[src/rtl/alu_slice_pkg.sv]
package alu_slice_pkg;
  typedef enum logic [2:0] {
    FN_PASS = 3'b000,
    FN_INC  = 3'b001,
    FN_DEC  = 3'b010,
    FN_ADD  = 3'b011,
    FN_SUB  = 3'b100,
    FN_XOR  = 3'b101,
    FN_AND  = 3'b110,
    FN_OR   = 3'b111
  } alu_func_e;

  typedef enum logic [1:0] {
    CS_DEFAULT = 2'b00,
    CS_FLAG    = 2'b01,
    CS_ROUTE   = 2'b10,
    CS_CHAIN   = 2'b11
  } carry_sel_e;
endpackage

[src/rtl/alu_slice_cin.sv]
module alu_slice_cin
  import alu_slice_pkg::*;
(
  input  logic [2:0] func_i,
  input  logic [1:0] csel_i,
  input  logic       flag_i,
  input  logic       route_i,
  input  logic       chain_i,
  output logic       cin_o   // logical carry: 1 = one extra step
);
  always_comb begin
    case (csel_i)
      CS_FLAG:  cin_o = flag_i;
      CS_ROUTE: cin_o = route_i;
      CS_CHAIN: cin_o = chain_i;
      default:  cin_o = (func_i == FN_INC) || (func_i == FN_DEC);
    endcase
  end
endmodule

[src/rtl/alu_slice_core.sv]
module alu_slice_core
  import alu_slice_pkg::*;
#(
  parameter int W  = 8,
  parameter int SW = $clog2(W)
) (
  input  logic [2:0]    func_i,
  input  logic [W-1:0]  a_i,
  input  logic [W-1:0]  b_i,
  input  logic          cin_i,
  input  logic [SW-1:0] msb_i,
  output logic [W-1:0]  res_o,
  output logic          co_o
);
  logic [W-1:0] opb, keep;
  logic [W:0]   sum, low;
  logic         ci_eff, add_like, sub_like, raw_c;

  always_comb begin
    add_like = (func_i == FN_INC) || (func_i == FN_ADD);
    sub_like = (func_i == FN_DEC) || (func_i == FN_SUB);
    case (func_i)
      FN_INC:  opb = '0;
      FN_DEC:  opb = '1;
      FN_ADD:  opb = b_i;
      default: opb = ~b_i;
    endcase
    // borrow-type functions take the carry inverted
    ci_eff = sub_like ? ~cin_i : cin_i;
    for (int i = 0; i < W; i++) keep[i] = (i <= int'(msb_i));
    sum   = {1'b0, a_i} + {1'b0, opb} + {{W{1'b0}}, ci_eff};
    low   = {1'b0, a_i & keep} + {1'b0, opb & keep} + {{W{1'b0}}, ci_eff};
    // only bit p+1 of the truncated sum can lie outside keep
    raw_c = |(low & ~{1'b0, keep});
    case (func_i)
      FN_PASS: res_o = a_i;
      FN_XOR:  res_o = a_i ^ b_i;
      FN_AND:  res_o = a_i & b_i;
      FN_OR:   res_o = a_i | b_i;
      default: res_o = sum[W-1:0];
    endcase
    co_o = add_like ? raw_c : (sub_like ? ~raw_c : 1'b0);
  end
endmodule

[src/rtl/cfg_alu_slice.sv]
module cfg_alu_slice
  import alu_slice_pkg::*;
#(
  parameter int W  = 8,
  localparam int SW = $clog2(W)
) (
  input  logic          clk_i,
  input  logic          rst_ni,
  input  logic [2:0]    func_i,
  input  logic [1:0]    csel_i,
  input  logic [W-1:0]  a_i,
  input  logic [W-1:0]  b_i,
  input  logic          route_ci_i,
  input  logic          chain_ci_i,
  input  logic [SW-1:0] msb_sel_i,
  input  logic [W-1:0]  mask_i,
  output logic [W-1:0]  res_o,
  output logic          co_o,
  output logic          cflag_o
);
  logic         flag_q, cin, co_w;
  logic [W-1:0] core_res;

  alu_slice_cin u_cin (
    .func_i  (func_i),
    .csel_i  (csel_i),
    .flag_i  (flag_q),
    .route_i (route_ci_i),
    .chain_i (chain_ci_i),
    .cin_o   (cin)
  );

  alu_slice_core #(.W(W)) u_core (
    .func_i (func_i),
    .a_i    (a_i),
    .b_i    (b_i),
    .cin_i  (cin),
    .msb_i  (msb_sel_i),
    .res_o  (core_res),
    .co_o   (co_w)
  );

  always_ff @(posedge clk_i or negedge rst_ni) begin
    if (!rst_ni) flag_q <= 1'b0;
    else         flag_q <= co_w;
  end

  assign res_o   = core_res & mask_i;
  assign co_o    = co_w;
  assign cflag_o = flag_q;
endmodule

[config.mk]
export PLATFORM = sky130hd
export DESIGN_NAME = cfg_alu_slice
export DESIGN_NICKNAME = d
export VERILOG_FILES = /design/src/rtl/alu_slice_pkg.sv /design/src/rtl/alu_slice_cin.sv /design/src/rtl/alu_slice_core.sv /design/src/rtl/cfg_alu_slice.sv
export SDC_FILE = /design/constraint.sdc
export NUM_CORES = 1
export LEC_CHECK = 0
export BUFFER_PORTS_ARGS = -buffer_cell sky130_fd_sc_hd__buf_4
export CORE_ASPECT_RATIO = 2
export CORE_MARGIN = 10
export CORE_UTILIZATION = 35
export CTS_BUF_LIST = sky130_fd_sc_hd__clkbuf_16
export CTS_CLUSTER_DIAMETER = 200
export DETAILED_ROUTE_END_ITERATION = 16
export PLACE_DENSITY = 0.64
export SYNTH_ARGS = -nofsm -noshare
export SYNTH_HDL_FRONTEND = slang
export SYNTH_SLANG_ARGS = --single-unit
[constraint.sdc]
create_clock -name clk_i -period 9.5 [get_ports clk_i]
set_clock_uncertainty 0.2 [all_clocks]
set_input_delay 0.95 -clock clk_i [delete_from_list [all_inputs] [get_ports clk_i]]
set_output_delay 0.95 -clock clk_i [all_outputs]
set_load 0.01 [all_outputs]
==> results.tsv <==
metric	value	unit
crit path cell chain	buf_4, xnor2_1, nor2_1, mux4_2, xnor2_1, fa_1, fa_1, nand2b_1, a21oi_2, mux2i_1, a21o_1, a32oi_1, a211oi_2, mux2_1, buf_4	
Fmax	0.1746	GHz
Post-Route WL	5.399	mm
syn nets	307	
final core utilization	0.4334	
slowest CP cell	fa_1	
vias in the first global route	1845	
total power density per cell area	64.96	nW/um^2
HPWL Detailed	4.633	mm
Synth Warn #	0	
async set-reset flop share out of synthesis	1.000	
Post-synth EDFFs	0	
Pwr Total	130.7	uW
Worst path max stage delay	480	ps
Pleak	1.007	nW
port bufs	45	
reg2reg path depth	11	
Slew HR	0.6257	
total congestion overflow	0	
1st-iter DRT viols	112	
DIE WIDTH	68.89	um
synthesis-to-layout area growth	20.27	%
register area share after synthesis	0.01496	
Post-Synthesis Cells	239	
Final Max Slew Viols	0	
first-pass GRT wire length	8.590	mm
worst slew pin tran	557.4	ps
drt first pass iters	4	
worst reg2reg path startpoint	cflag_o$_DFF_PN0_	
Netlist Area Pre-Place	1673	sq um
GRT Resource Usage Total	0.1289	
VDD IR max	0.02970	mV
initial antenna violation count	0	
Diodes inserted	0	
crit-path max FO	20	
# hold bufs at CTS	0	
CP Launch Type	primary input	
Tcrit/Tclk final	0.6030	
RSZ-0062 raised after global routing	no	
hold crit path type	in2async	
fraction of layout cells with a size suffix above 1	0.1978	
Via density	5.543	
fin crit period	5729	ps
post-synth top area cell	ha_1	
Residual DRC	0	
fin area	2012	sq um
core box area	4642	sq um
CP arrival	4580	ps
Setup Crit Path Kind	in2out	
Detail Route Antenna Nets	0	
Layout Nets	343	
R2R Path End	cflag_o$_DFF_PN0_	
CP required	8350	ps
reg2reg setup slack	5740	ps
Synth Register Bits	1	
Vias	1818	
Final Wtd Congestion	0.8466	
Hold Violations, Final	0	
final setup fails	0	
postcts setup bufs	0	
Fill cells	523	
post-synth cell types	53	
Max Cap Viol	0	
Crit. End Element	output port	
Placed Area	2012	sq um
initial core utilization	0.3604	
area share of the largest cell type after synthesis	0.2169	
DIE AREA	8113	sq um
max reg flops	1	
Clock transition at path regs	0	ps
Post-synth top flop	dfrtp_1	
die height	117.8	um
outcome	completed	
drt wl/cell	16.46	um
clk_lat worst skew	0	ps
I/O Pins	46	
cts repair resizes	0	
top cells by area, synth	ha_1, nor2_1, o21ai_0	
Avg Inst Size Synth	6.999	sq um
Setup TNS	0	ps
largest net degree at the start of global routing	21	
Rows	35	
==> synthesized netlist by cell type, types with 2 or more instances <==
master,count
ha_1,29
nor2_1,29
inv_1,22
o21ai_0,20
nand2_1,19
a21oi_1,18
nor2b_1,7
xnor2_1,7
nand2b_1,6
o22a_1,6
a21o_1,5
clkbuf_1,5
o211ai_1,5
xor2_1,5
and2_1,3
and3_1,3
buf_2,3
buf_6,3
fa_1,3
o221ai_1,3
a211o_1,2
nor3_1,2
o211a_1,2
o21ai_1,2
o22ai_1,2
==> cell families after synthesis <==
| kind of cell | after synthesis | share of synthesized area |
|---|---|---|
| AOI/OAI and AO/OA | 79 | 0.3187 |
| and+or+nand+nor | 78 | 0.2281 |
| buffers and inverters | 33 | 0.08975 |
| adders and majority gates | 32 | 0.2528 |
| xor gates and xnor gates | 12 | 0.06283 |
| muxes | 4 | 0.03291 |
| DFF | 1 | 0.01496 |
==> worst max-delay path: cells and delay by family <==
family / cells / cell delay (ps)
xor+xnor: 2 / 300
fa+ha+maj: 2 / 960
simple gates: 2 / 240
buf+inv: 2 / 360
compound gates: 4 / 650
mux: 3 / 1110
==> per-stage QoR <==
stage	hold WS (ps)	std cells	setup WS, ps
floorplan	454.4	239	4261
global placement	525.4	328	3843
detailed placement	527.1	328	3797
CTS	526.2	328	3797
global route	531.5	328	3640
finish	525.7	328	3771
==> power breakdown <==
part | leakage, nW | switching, mW | internal (mW)
sequential | 0.0129 | 0.000287 | 0.00492
clock | 0 | 0 | 0
combinational | 0.994 | 0.0677 | 0.0578
total | 1.01 | 0.0680 | 0.0627
==> cell usage in the layout, fill, tap and decap left out, drive strengths merged, types with 2 or more instances in the layout <==
master / instances
mux2: 2
nor2: 29
o22a: 6
and2: 3
ha: 29
a211oi: 2
a21o: 5
o221ai: 3
o22ai: 2
a211o: 2
nand2b: 8
inv: 22
nor2b: 7
and3: 3
o21ai: 23
nor3: 2
a21oi: 19
xor2: 5
o211a: 2
fa: 3
o211ai: 5
nand2: 20
buf: 45
xnor2: 7
==> layer usage <==
layer  GRT usage  up-vias  wire length [um]
met2      0.2609       46              3116
met3    0.008580        8               270
li1            -      922                 -
met1      0.1277      842              1897
met4     0.02357        0               114
met5           0        -                 0
==> layout make-up <==
cell class / instances / area (sq um) / area share
multi-input cells: 205 / 1498 / 0.7444
repair buffers: 45 / 337.8 / 0.1679
inverters: 22 / 82.58 / 0.04104
well taps: 55 / 68.82 / 0.03420
flip-flops and latches: 1 / 25.02 / 0.01244
==> worst max path at each step <==
| stage | from | to | slack, ps | cells past startpoint |
|---|---|---|---|---|
| 2_1_floorplan | func_i[0] | co_o | 4260 | 14 |
| 3_3_place_gp | func_i[1] | co_o | 3840 | 15 |
| 3_5_place_dp | func_i[1] | co_o | 3800 | 15 |
| 4_1_cts | func_i[1] | co_o | 3800 | 15 |
| 5_1_grt | func_i[1] | co_o | 3640 | 15 |
| 6_report | func_i[1] | co_o | 3770 | 15 |
Note: power is estimated with default switching activity, not from simulation.
